--- src/rtl/seq_ctrl_pkg.sv ---
package seq_ctrl_pkg;
  localparam int IMM_W     = 20;
  localparam int DSLOT_W   = 3;
  localparam int MAX_DSLOT = 5;
  localparam int SREG_AW   = 5;

  typedef enum logic [3:0] {
    OP_NOP      = 4'd0,
    OP_BR_ABS   = 4'd1,
    OP_BR_REL   = 4'd2,
    OP_BR_REG   = 4'd3,
    OP_CALL_ABS = 4'd4,
    OP_CALL_REL = 4'd5,
    OP_CALL_REG = 4'd6,
    OP_HALT     = 4'd7,
    OP_FENCE    = 4'd8,
    OP_DELAY    = 4'd9
  } seq_op_e;

  function automatic logic op_is_call(seq_op_e op);
    return (op == OP_CALL_ABS) || (op == OP_CALL_REL) || (op == OP_CALL_REG);
  endfunction

  function automatic logic op_is_flow(seq_op_e op);
    return (op == OP_BR_ABS) || (op == OP_BR_REL) || (op == OP_BR_REG) || op_is_call(op);
  endfunction
endpackage

--- src/rtl/seq_pred_eval.sv ---
module seq_pred_eval #(
  parameter int PRED_W   = 5,
  parameter int NUM_PREG = 15
) (
  input  logic [PRED_W-1:0]   pred_i,
  input  logic [NUM_PREG-1:0] preg_i,
  output logic                exec_o,
  output logic                empty_o
);
  localparam int IDX_W = 4;
  localparam int PAD_N = 1 << IDX_W;

  logic [PAD_N-1:0] preg_pad;
  assign preg_pad = {{(PAD_N-NUM_PREG){1'b0}}, preg_i};

  generate
    if (PRED_W == 5) begin : g_narrow
      // 0..14 predicate, 15 always, 31 empty, rest never
      localparam logic [4:0] ALWAYS_C = 5'd15;
      localparam logic [4:0] NEVER_C  = 5'd31;
      always_comb begin
        empty_o = (pred_i == NEVER_C);
        if (pred_i == ALWAYS_C)   exec_o = 1'b1;
        else if (!pred_i[4])      exec_o = preg_pad[pred_i[IDX_W-1:0]];
        else                      exec_o = 1'b0;
      end
    end else begin : g_wide
      // [3:0] index, [4] present, [6:5] mode
      logic [1:0] mode;
      logic       sel;
      assign mode = pred_i[6:5];
      assign sel  = preg_pad[pred_i[IDX_W-1:0]];
      always_comb begin
        empty_o = (mode == 2'd1);
        unique case (mode)
          2'd0:    exec_o = 1'b1;
          2'd1:    exec_o = 1'b0;
          2'd2:    exec_o = pred_i[4] & sel;
          default: exec_o = pred_i[4] & ~sel;
        endcase
      end
    end
  endgenerate
endmodule

--- src/rtl/seq_target_gen.sv ---
module seq_target_gen
  import seq_ctrl_pkg::*;
#(
  parameter int PC_W   = 24,
  parameter int DATA_W = 32
) (
  input  seq_op_e           op_i,
  input  logic [PC_W-1:0]   pc_i,
  input  logic [IMM_W-1:0]  imm_i,
  input  logic [DATA_W-1:0] sreg_rdata_i,
  output logic [PC_W-1:0]   target_o
);
  logic [PC_W-1:0] imm_ext;

  generate
    if (PC_W > IMM_W) begin : g_sext
      assign imm_ext = {{(PC_W-IMM_W){imm_i[IMM_W-1]}}, imm_i};
    end else begin : g_trunc
      assign imm_ext = imm_i[PC_W-1:0];
    end
  endgenerate

  always_comb begin
    unique case (op_i)
      OP_BR_REL, OP_CALL_REL: target_o = pc_i + imm_ext;
      OP_BR_REG, OP_CALL_REG: target_o = sreg_rdata_i[PC_W-1:0];
      default:                target_o = imm_ext;
    endcase
  end
endmodule

--- src/rtl/seq_slot_tracker.sv ---
module seq_slot_tracker #(
  parameter int PC_W    = 24,
  parameter int DSLOT_W = 3,
  parameter int STALL_W = 8
) (
  input  logic               clk_i,
  input  logic               rst_ni,
  input  logic               issue_i,
  input  logic               clear_i,
  input  logic               arm_i,
  input  logic [DSLOT_W-1:0] arm_cnt_i,
  input  logic [PC_W-1:0]    arm_tgt_i,
  input  logic               stall_ld_i,
  input  logic [STALL_W-1:0] stall_cnt_i,
  output logic               pend_o,
  output logic               redirect_o,
  output logic [PC_W-1:0]    pend_tgt_o,
  output logic               stall_o
);
  logic [DSLOT_W-1:0] pend_cnt_q;
  logic [PC_W-1:0]    pend_tgt_q;
  logic [STALL_W-1:0] stall_cnt_q;

  assign pend_o     = (pend_cnt_q != '0);
  assign redirect_o = issue_i && (pend_cnt_q == DSLOT_W'(1));
  assign pend_tgt_o = pend_tgt_q;
  assign stall_o    = (stall_cnt_q != '0);

  always_ff @(posedge clk_i or negedge rst_ni) begin
    if (!rst_ni) begin
      pend_cnt_q <= '0;
      pend_tgt_q <= '0;
    end else if (clear_i) begin
      pend_cnt_q <= '0;
    end else if (arm_i) begin
      pend_cnt_q <= arm_cnt_i;
      pend_tgt_q <= arm_tgt_i;
    end else if (issue_i && pend_o) begin
      pend_cnt_q <= pend_cnt_q - 1'b1;
    end
  end

  always_ff @(posedge clk_i or negedge rst_ni) begin
    if (!rst_ni)         stall_cnt_q <= '0;
    else if (stall_ld_i) stall_cnt_q <= stall_cnt_i;
    else if (stall_o)    stall_cnt_q <= stall_cnt_q - 1'b1;
  end
endmodule

--- src/rtl/seq_ctrl.sv ---
module seq_ctrl
  import seq_ctrl_pkg::*;
#(
  parameter int PC_W     = 24,
  parameter int DATA_W   = 32,
  parameter int PRED_W   = 5,
  parameter int NUM_PREG = 15,
  parameter int STALL_W  = 8,
  parameter int LINK_REG = 5
) (
  input  logic                clk_i,
  input  logic                rst_ni,
  input  logic                bundle_valid_i,
  input  logic                lane_i,
  input  logic [3:0]          op_i,
  input  logic [19:0]         imm_i,
  input  logic [PRED_W-1:0]   pred_i,
  input  logic [2:0]          delay_slots_i,
  input  logic [NUM_PREG-1:0] preg_i,
  input  logic [DATA_W-1:0]   sreg_rdata_i,
  output logic [PC_W-1:0]     pc_o,
  output logic [PC_W-1:0]     fetch_addr_o,
  output logic                sreg_we_o,
  output logic [4:0]          sreg_waddr_o,
  output logic [DATA_W-1:0]   sreg_wdata_o,
  output logic                illegal_o,
  output logic                issue_stall_o,
  output logic                halted_o
);
  seq_op_e         op;
  logic [PC_W-1:0] pc_q, pc_d, seq_pc, target, pend_tgt;
  logic            halted_q;
  logic            exec, empty, run, is_flow, flow_bad, act;
  logic            pend, redirect, stall, arm, halt_go, delay_go;

  assign op = seq_op_e'(op_i);

  seq_pred_eval #(.PRED_W(PRED_W), .NUM_PREG(NUM_PREG)) u_pred (
    .pred_i  (pred_i),
    .preg_i  (preg_i),
    .exec_o  (exec),
    .empty_o (empty)
  );

  seq_target_gen #(.PC_W(PC_W), .DATA_W(DATA_W)) u_tgt (
    .op_i         (op),
    .pc_i         (pc_q),
    .imm_i        (imm_i),
    .sreg_rdata_i (sreg_rdata_i),
    .target_o     (target)
  );

  assign run      = bundle_valid_i && !halted_q && !stall;
  assign is_flow  = op_is_flow(op);
  assign flow_bad = run && is_flow && !empty &&
                    (lane_i || (delay_slots_i > DSLOT_W'(MAX_DSLOT)) || pend);
  assign act      = run && exec && !flow_bad;
  assign arm      = act && is_flow && (delay_slots_i != '0);
  assign halt_go  = act && (op == OP_HALT);
  assign delay_go = act && (op == OP_DELAY) && (imm_i[STALL_W-1:0] != '0);

  seq_slot_tracker #(.PC_W(PC_W), .DSLOT_W(DSLOT_W), .STALL_W(STALL_W)) u_trk (
    .clk_i       (clk_i),
    .rst_ni      (rst_ni),
    .issue_i     (run),
    .clear_i     (halt_go),
    .arm_i       (arm),
    .arm_cnt_i   (delay_slots_i),
    .arm_tgt_i   (target),
    .stall_ld_i  (delay_go),
    .stall_cnt_i (imm_i[STALL_W-1:0]),
    .pend_o      (pend),
    .redirect_o  (redirect),
    .pend_tgt_o  (pend_tgt),
    .stall_o     (stall)
  );

  assign seq_pc = redirect ? pend_tgt : pc_q + 1'b1;

  always_comb begin
    if (!run)                                           pc_d = pc_q;
    else if (halt_go)                                   pc_d = pc_q;
    else if (act && is_flow && delay_slots_i == '0)     pc_d = target;
    else                                                pc_d = seq_pc;
  end

  always_ff @(posedge clk_i or negedge rst_ni) begin
    if (!rst_ni) begin
      pc_q     <= '0;
      halted_q <= 1'b0;
    end else begin
      pc_q     <= pc_d;
      halted_q <= halted_q | halt_go;
    end
  end

  assign pc_o          = pc_q;
  assign fetch_addr_o  = pc_d;
  assign sreg_we_o     = act && op_is_call(op);
  assign sreg_waddr_o  = SREG_AW'(LINK_REG);
  assign sreg_wdata_o  = DATA_W'(pc_q + 1'b1);
  assign illegal_o     = flow_bad;
  assign issue_stall_o = stall;
  assign halted_o      = halted_q;
endmodule

--- config.mk ---
export PLATFORM = sky130hd
export DESIGN_NAME = seq_ctrl
export DESIGN_NICKNAME = d
export VERILOG_FILES = /design/src/rtl/seq_ctrl_pkg.sv /design/src/rtl/seq_pred_eval.sv /design/src/rtl/seq_target_gen.sv /design/src/rtl/seq_slot_tracker.sv /design/src/rtl/seq_ctrl.sv
export SDC_FILE = /design/constraint.sdc
export NUM_CORES = 1
export LEC_CHECK = 0
export CORE_ASPECT_RATIO = 1.5
export CORE_MARGIN = 1
export CORE_UTILIZATION = 50
export CTS_CLUSTER_DIAMETER = 60
export DETAILED_ROUTE_END_ITERATION = 10
export MAX_ROUTING_LAYER = met4
export PLACE_DENSITY_LB_ADDON = 0.05
export REMOVE_ABC_BUFFERS = 1
export SLEW_MARGIN = 25
export SYNTH_ARGS = -nofsm -noshare
export SYNTH_HDL_FRONTEND = slang
export SYNTH_HIERARCHICAL = 1
export SYNTH_SLANG_ARGS = --single-unit
export TNS_END_PERCENT = 50
--- constraint.sdc ---
create_clock -name clk_i -period 8 [get_ports clk_i]
set_input_delay 1.2 -clock clk_i [delete_from_list [all_inputs] [get_ports clk_i]]
set_output_delay 1.2 -clock clk_i [all_outputs]
set_load 0.01 [all_outputs]
=== Word level (Yosys, flattened, before mapping) ===
Index checks and enable logic that the tools add are counted.

* Word-level logic and storage cells: 76
* RAM bits: 0
* Register bits after elaboration: 60
* Latch bits: 0
* Memories: 0
* Memory bits (read-only): 0

* Multipliers: 0
* Reduce and logical (&&, ||, !) cells: 37
* Shift operators: 0
* Bitwise operators: 2
* Div/mod/pow operators: 0
* Magnitude comparators: 2
* Multiplexer cells: 14
* Add/subtract/negate cells: 5
* Equality and inequality tests: 11

{| class="wikitable"
|+ Operators with widths
! kind !! number
|-
| 24-bit 2-to-1 mux || 4
|-
| 24-bit one-hot mux with 2 select lines || 1
|-
| 24-bit by 1-bit adder with 25-bit output, second input constant || 1
|-
| 24-bit by 1-bit adder with 24-bit output, second input constant || 1
|-
| 24-bit adder || 1
|-
| 4-bit by 3-bit == test with 1-bit output, second input constant || 4
|-
| 1-bit logical AND || 16
|-
| 8-bit 2-to-1 mux || 2
|-
| 8-bit nonzero test || 2
|-
| 3-bit 2-to-1 mux || 3
|-
| 3-bit nonzero test || 3
|-
| 4-bit by 2-bit == test with 1-bit output, second input constant || 2
|-
| 8-bit by 1-bit subtractor with 8-bit output, second input constant || 1
|-
| 1-bit logical OR || 7
|-
| 5-bit by 4-bit == test with 1-bit output, second input constant || 1
|-
| 5-bit == test, second input constant || 1
|-
| 4-bit by 5-bit less-than comparator with 1-bit output, second input constant || 1
|-
| 1-bit binary-select mux with 4-bit select || 1
|-
| 4-bit by 1-bit == test with 1-bit output, second input constant || 1
|-
| 4-bit == test, second input constant || 1
|-
| 1-bit zero test || 4
|-
| 2-bit OR reduction || 2
|-
| 3-bit by 1-bit == test with 1-bit output, second input constant || 1
|-
| 3-bit > comparator, second input constant || 1
|-
| 7 further kinds || 9
|}

=== Logic depth before layout (Yosys ltp) ===
* Depth after elaboration: 14
* Gate-level depth with buffers: 13
* Depth with buffers taken out: 12

=== Cells and area by module ===
The synthesis kept the hierarchy.

{| class="wikitable"
|+ Modules (own cells, without submodules)
! module !! area an instance (µm²) !! cells an instance !! instances !! sequential area each (µm²)
|-
| seq_ctrl || 2085.8 || 254 || 1 || 625.6
|-
| seq_slot_tracker || 1599.0 || 128 || 1 || 875.8
|-
| seq_target_gen || 1527.7 || 212 || 1 || 0.0
|-
| seq_pred_eval || 162.7 || 12 || 1 || 0.0
|}

=== Worst setup path before layout ===
No wires, ideal clock.

* Path type: input-to-output
* Start point: in imm_i[0]
* End point: out fetch_addr_o[22]
* Data required time: 6.800 ns
* Stages: 12
* Slack: 3.227 ns
* Data arrival time: 3.573 ns
* Cell sequence: ha_1 fa_1 a211oi_1 o211ai_1 a41o_1 a21oi_2 o31ai_1 o41ai_2 xor2_1 o21ai_1 a22oi_1 o211ai_1

* Cells in the longest elaborated chain, start to end: 5

{| class="wikitable"
|+ RTL lines
! what !! RTL line !! source
|-
| from (decl) || seq_ctrl.sv:16 || <nowiki>input logic [19:0] imm_i,</nowiki>
|-
| 24-bit adder || seq_target_gen.sv:25 || <nowiki>OP_BR_REL, OP_CALL_REL: target_o = pc_i + imm_ext;</nowiki>
|-
| 24-bit one-hot mux with 2 select lines || seq_target_gen.sv:24 || <nowiki>unique case (op_i)</nowiki>
|-
| net target[22] || seq_ctrl.sv:31 || <nowiki>logic [PC_W-1:0] pc_q, pc_d, seq_pc, target, pend_tgt;</nowiki>
|-
| 24-bit 2-to-1 mux || seq_ctrl.sv:83 || <nowiki>else if (act && is_flow && delay_slots_i == '0) pc_d = target;</nowiki>
|-
| 24-bit 2-to-1 mux || seq_ctrl.sv:82 || <nowiki>else if (halt_go) pc_d = pc_q;</nowiki>
|-
| 24-bit 2-to-1 mux || seq_ctrl.sv:81 || <nowiki>if (!run) pc_d = pc_q;</nowiki>
|-
| to (decl) || seq_ctrl.sv:22 || <nowiki>output logic [PC_W-1:0] fetch_addr_o,</nowiki>
|}

The timed path passes the listed nets, and every way through them passes these cells.

=== Worst setup path after layout ===
* Start point: in pred_i[0]
* End point: out fetch_addr_o[7]

* Cells in the longest elaborated chain, start to end: 11

{| class="wikitable"
|+ RTL lines
! what !! RTL line !! source
|-
| from (decl) || seq_ctrl.sv:17 || <nowiki>input logic [PRED_W-1:0] pred_i,</nowiki>
|-
| 1-bit binary-select mux with 4-bit select || seq_pred_eval.sv:24 || <nowiki>else if (!pred_i[4]) exec_o = preg_pad[pred_i[IDX_W-1:0]];</nowiki>
|-
| 1-bit 2-to-1 mux (implied by the code) || seq_pred_eval.sv:24 ||
|-
| 1-bit 2-to-1 mux || seq_pred_eval.sv:24 ||
|-
| 1-bit 2-to-1 mux * || seq_pred_eval.sv:23 || <nowiki>if (pred_i == ALWAYS_C) exec_o = 1'b1;</nowiki>
|-
| net exec || seq_ctrl.sv:33 || <nowiki>logic exec, empty, run, is_flow, flow_bad, act;</nowiki>
|-
| 1-bit logical AND * (2 in series) || seq_ctrl.sv:57 || <nowiki>assign act = run && exec && !flow_bad;</nowiki>
|-
| 1-bit logical AND (2 in series) || seq_ctrl.sv:83 ||
|-
| 24-bit 2-to-1 mux || seq_ctrl.sv:83 ||
|-
| 24-bit 2-to-1 mux * || seq_ctrl.sv:82 ||
|-
| 24-bit 2-to-1 mux * || seq_ctrl.sv:81 ||
|}

Mark *: on every way through the listed nets, which the timed path passes. The rest lies on a longest branch. The select of a mux whose other input is x is not followed.

==> results.py <==
metrics = {
    "cells_and_area": {
        "final_layout_size_suffix_gt1_frac": 0.117,
        "n_antenna_cell": 0,
        "n_fill_cell": 858,
        "area_delta_synth_final_pct": 35.5,
        "nets": 861,
    },
    "clocking": {
        "cts_buffers": 9,
        "clkLatencyLatePin_ns": 0.34,
        "clk_transition_reported_paths_ns": 0.05,
        "cts_tree": "yes",
        "cts_resized": 0,
        "clkSinkCount": 60,
        "cts_buffer_depth": 2,
        "cts_setup_buffers": 0,
        "cts_root_buffer": "clkbuf_16",
        "postCtsHoldBufs": 0,
        "h-tree-depth": 3,
    },
    "sta": {
        "layout_worst_path_cycle_share": 0.798,
        "fmax_mhz": 157,
        "period_needed_ns": 6.39,
        "finalClockSkew_ns": 0.00648,
        "finalSetupTns_ns": 0,
        "final-hold-violation-count": 0,
        "setup_viol": 0,
        "worst_pin_slew_ns": 0.972,
        "rsz0062_at_grt": "no",
        "slew_headroom": 0.351,
        "maxSlewViolCount": 0,
    },
    "power": {
        "swShare": 0.359,
        "pwr-share-seq": 0.289,
        "p_per_area_nw_per_um2": 201,
        "power_w": 0.00147,
        "p_switching_w": 0.000527,
        "comb_power_share": 0.409,
        "internal_power_w": 0.000939,
        "clkPwrFrac": 0.302,
        "max-vdd-ir-drop_mv": 0.153,
        "p_leak_nw": 3.10,
    },
    "route": {
        "route.detailed.wl_per_inst_um": 20.1,
        "vias": 5591,
        "antenna_left": 0,
        "routed_via_density": 6.23,
        "firstDrtPassIters": 7,
        "drt-total-wl_um": 18000,
        "drt_iter0_markers": 367,
        "drc": 0,
    },
    "place": {
        "dp_hpwl_um": 12700,
        "port_buffers": 151,
        "gp_congestion": 0.914,
    },
    "floorplan": {
        "die_area_um2": 11200,
        "die_x_um": 86.7,
        "io_pins": 172,
        "start_util": 0.510,
        "num_rows": 46,
        "fp.dieH_um": 129,
        "core_um2": 10500,
    },
    "logic_synthesis": {
        "synth_top_cell_area_share": 0.279,
        "async_reset_ff_frac": 1.00,
        "synth-edff-count": 0,
        "synthDistinctLibCells": 87,
        "synth-warning-count": 6,
        "yosys-top-cells-area": "dfrtp_1, ha_1, mux2_2, a22oi_1, o21ai_0",
        "netlist_instances": 606,
        "ys_seq_area_frac": 0.279,
        "yosys_most_used_dff": "dfrtp_1",
        "avgSynthCellArea_um2": 8.87,
        "netlist_area_um2": 5380,
        "ys_seq_elements": 60,
        "yosys.area.top_type": "dfrtp_1",
    },
    "critical_path": {
        "crit_type": "input pin to output port",
        "crit_path_end_kind": "output port",
        "critPathLaunchType": "input pin",
        "r2r_setup_slack_ns": 3.53,
        "crit_path_max_fanout": 14,
        "cp.arrival_ns": 5.19,
        "crit_required_ns": 6.80,
    },
    "min_path": {
        "min_path_type": "register to register",
    },
    "global_routing": {
        "grt_pass1_wl_um": 28200,
        "grt_usage": 0.340,
        "grt_overflow": 0,
        "grt_pass1_vias": 5825,
        "grt_max_degree": 61,
        "antenna_found_initial": 0,
    },
    "job": {
        "cap_viol_max_count": 0,
    },
    "status": {
        "status": "completed",
    },
}
[power groups by stage]
| stage | Sequential, W | Clock [W] | Combinational, W |
|---|---|---|---|
| 3_5_place_dp | 0.000426 | 0 | 0.000587 |
| 6_report | 0.000424 | 0.000442 | 0.000599 |
| 4_1_cts | 0.000421 | 0.000447 | 0.000595 |
| 5_1_grt | 0.000430 | 0.000459 | 0.000650 |
| 2_1_floorplan | 0.000414 | 0 | 0.000334 |
| 3_3_place_gp | 0.000425 | 0 | 0.000573 |
[final timing paths]
| path | end | start | depth (start not counted) |
|---|---|---|---|
| max | fetch_addr_o[7] | pred_i[0] | 9 |
| min | u_trk/pend_tgt_o[17] | u_trk/pend_tgt_o[17] | 1 |
| max reg2reg | pc_o[18] | u_trk/stall_cnt_q[0] | 10 |
| min reg2reg | u_trk/pend_tgt_o[17] | u_trk/pend_tgt_o[17] | 1 |
| max in group asynchronous | u_trk/pend_tgt_o[8] | rst_ni | 2 |
| min in group asynchronous | u_trk/pend_cnt_q[1] | rst_ni | 2 |
[cell usage after synthesis (all sizes together), types with 5 or more instances]
| cell type | count |
|---|---|
| a211oi | 7 |
| a21o | 13 |
| a21oi | 36 |
| a22oi | 33 |
| and3 | 5 |
| buf | 20 |
| clkbuf | 16 |
| dfrtp | 60 |
| ha | 29 |
| inv | 24 |
| mux2 | 25 |
| mux2i | 11 |
| nand2 | 35 |
| nand2b | 14 |
| nand3 | 19 |
| nand4 | 12 |
| nor2 | 37 |
| nor3 | 10 |
| nor4 | 10 |
| o211ai | 12 |
| o21a | 5 |
| o21ai | 44 |
| o31ai | 10 |
| or3 | 6 |
| or4 | 6 |
| xnor2 | 18 |
| xor2 | 21 |
[sequential cells by signal, indices dropped and copies added (netlist names)]
register	count
u_trk/pend_cnt_q	3
halted_o	1
pc_o	24
u_trk/pend_tgt_o	24
u_trk/stall_cnt_q	8
[per-layer routing]
metal  up-vias  part of all wire  global-route usage
li1       2553                 -                   -
met1      2725              0.36               0.352
met2       254              0.54               0.614
met3        59             0.054              0.0404
met4         0             0.039               0.196
met5         -                 0                   -
[through the flow]
step | instance area [µm²] | std cells | hold slack [ns] | utilization | setup WS, ns
after floorplan | 5190 | 578 | 0.472 | - | 2.48
after global placement | 6950 | 881 | 0.480 | 0.660 | 1.71
after detailed placement | 6950 | 881 | 0.487 | 0.660 | 1.66
after CTS | 7290 | 897 | 0.499 | 0.692 | 1.63
after global routing | 7290 | 897 | 0.507 | 0.692 | 1.39
final | 7290 | 897 | 0.493 | 0.692 | 1.61
[cells by family after synthesis]
family	share of synthesized area
and+or+nand+nor	0.186
xor gates and xnor gates	0.0635
other	0.00140
DFF	0.279
buffers and inverters	0.0577
adders and majority gates	0.0712
muxes	0.0917
AOI/OAI and AO/OA	0.249
[final cells by class]
| class | instances | area [µm²] | area share |
|---|---|---|---|
| multi-input combinational | 494 | 3610 | 0.496 |
| clock inverter | 6 | 95.1 | 0.0131 |
| tap | 144 | 180 | 0.0247 |
| sequential | 60 | 1500 | 0.206 |
| clock buffer | 10 | 239 | 0.0328 |
| inverter | 24 | 90.1 | 0.0124 |
| timing repair buffer | 159 | 1570 | 0.215 |
[layout by cell type (no fill, tap or decap), types with 5 or more instances in the layout]
| cell | count |
|---|---|
| a211oi_1 | 7 |
| a21o_1 | 10 |
| a21oi_1 | 35 |
| a22oi_1 | 33 |
| buf_4 | 8 |
| clkbuf_16 | 9 |
| clkdlybuf4s50_1 | 150 |
| conb_1 | 12 |
| dfrtp_1 | 60 |
| ha_1 | 29 |
| inv_1 | 24 |
| mux2_2 | 25 |
| mux2i_1 | 11 |
| nand2_1 | 35 |
| nand2b_1 | 14 |
| nand3_1 | 16 |
| nand4_1 | 12 |
| nor2_1 | 35 |
| nor3_1 | 9 |
| nor4_1 | 9 |
| o211ai_1 | 11 |
| o21a_1 | 5 |
| o21ai_0 | 40 |
| o31ai_1 | 9 |
| or4_1 | 5 |
| xnor2_1 | 18 |
| xor2_1 | 21 |
[critical path, cell delays in order]
cell	delay [ns]
clkdlybuf4s50_1	0.62
mux4_1	0.61
mux4_2	0.48
nor2b_4	0.15
nand2_1	0.08
or3_1	0.46
nand2_1	0.52
o21ai_0	0.40
clkdlybuf4s50_1	0.66
Power figures use the tool's default switching activity.
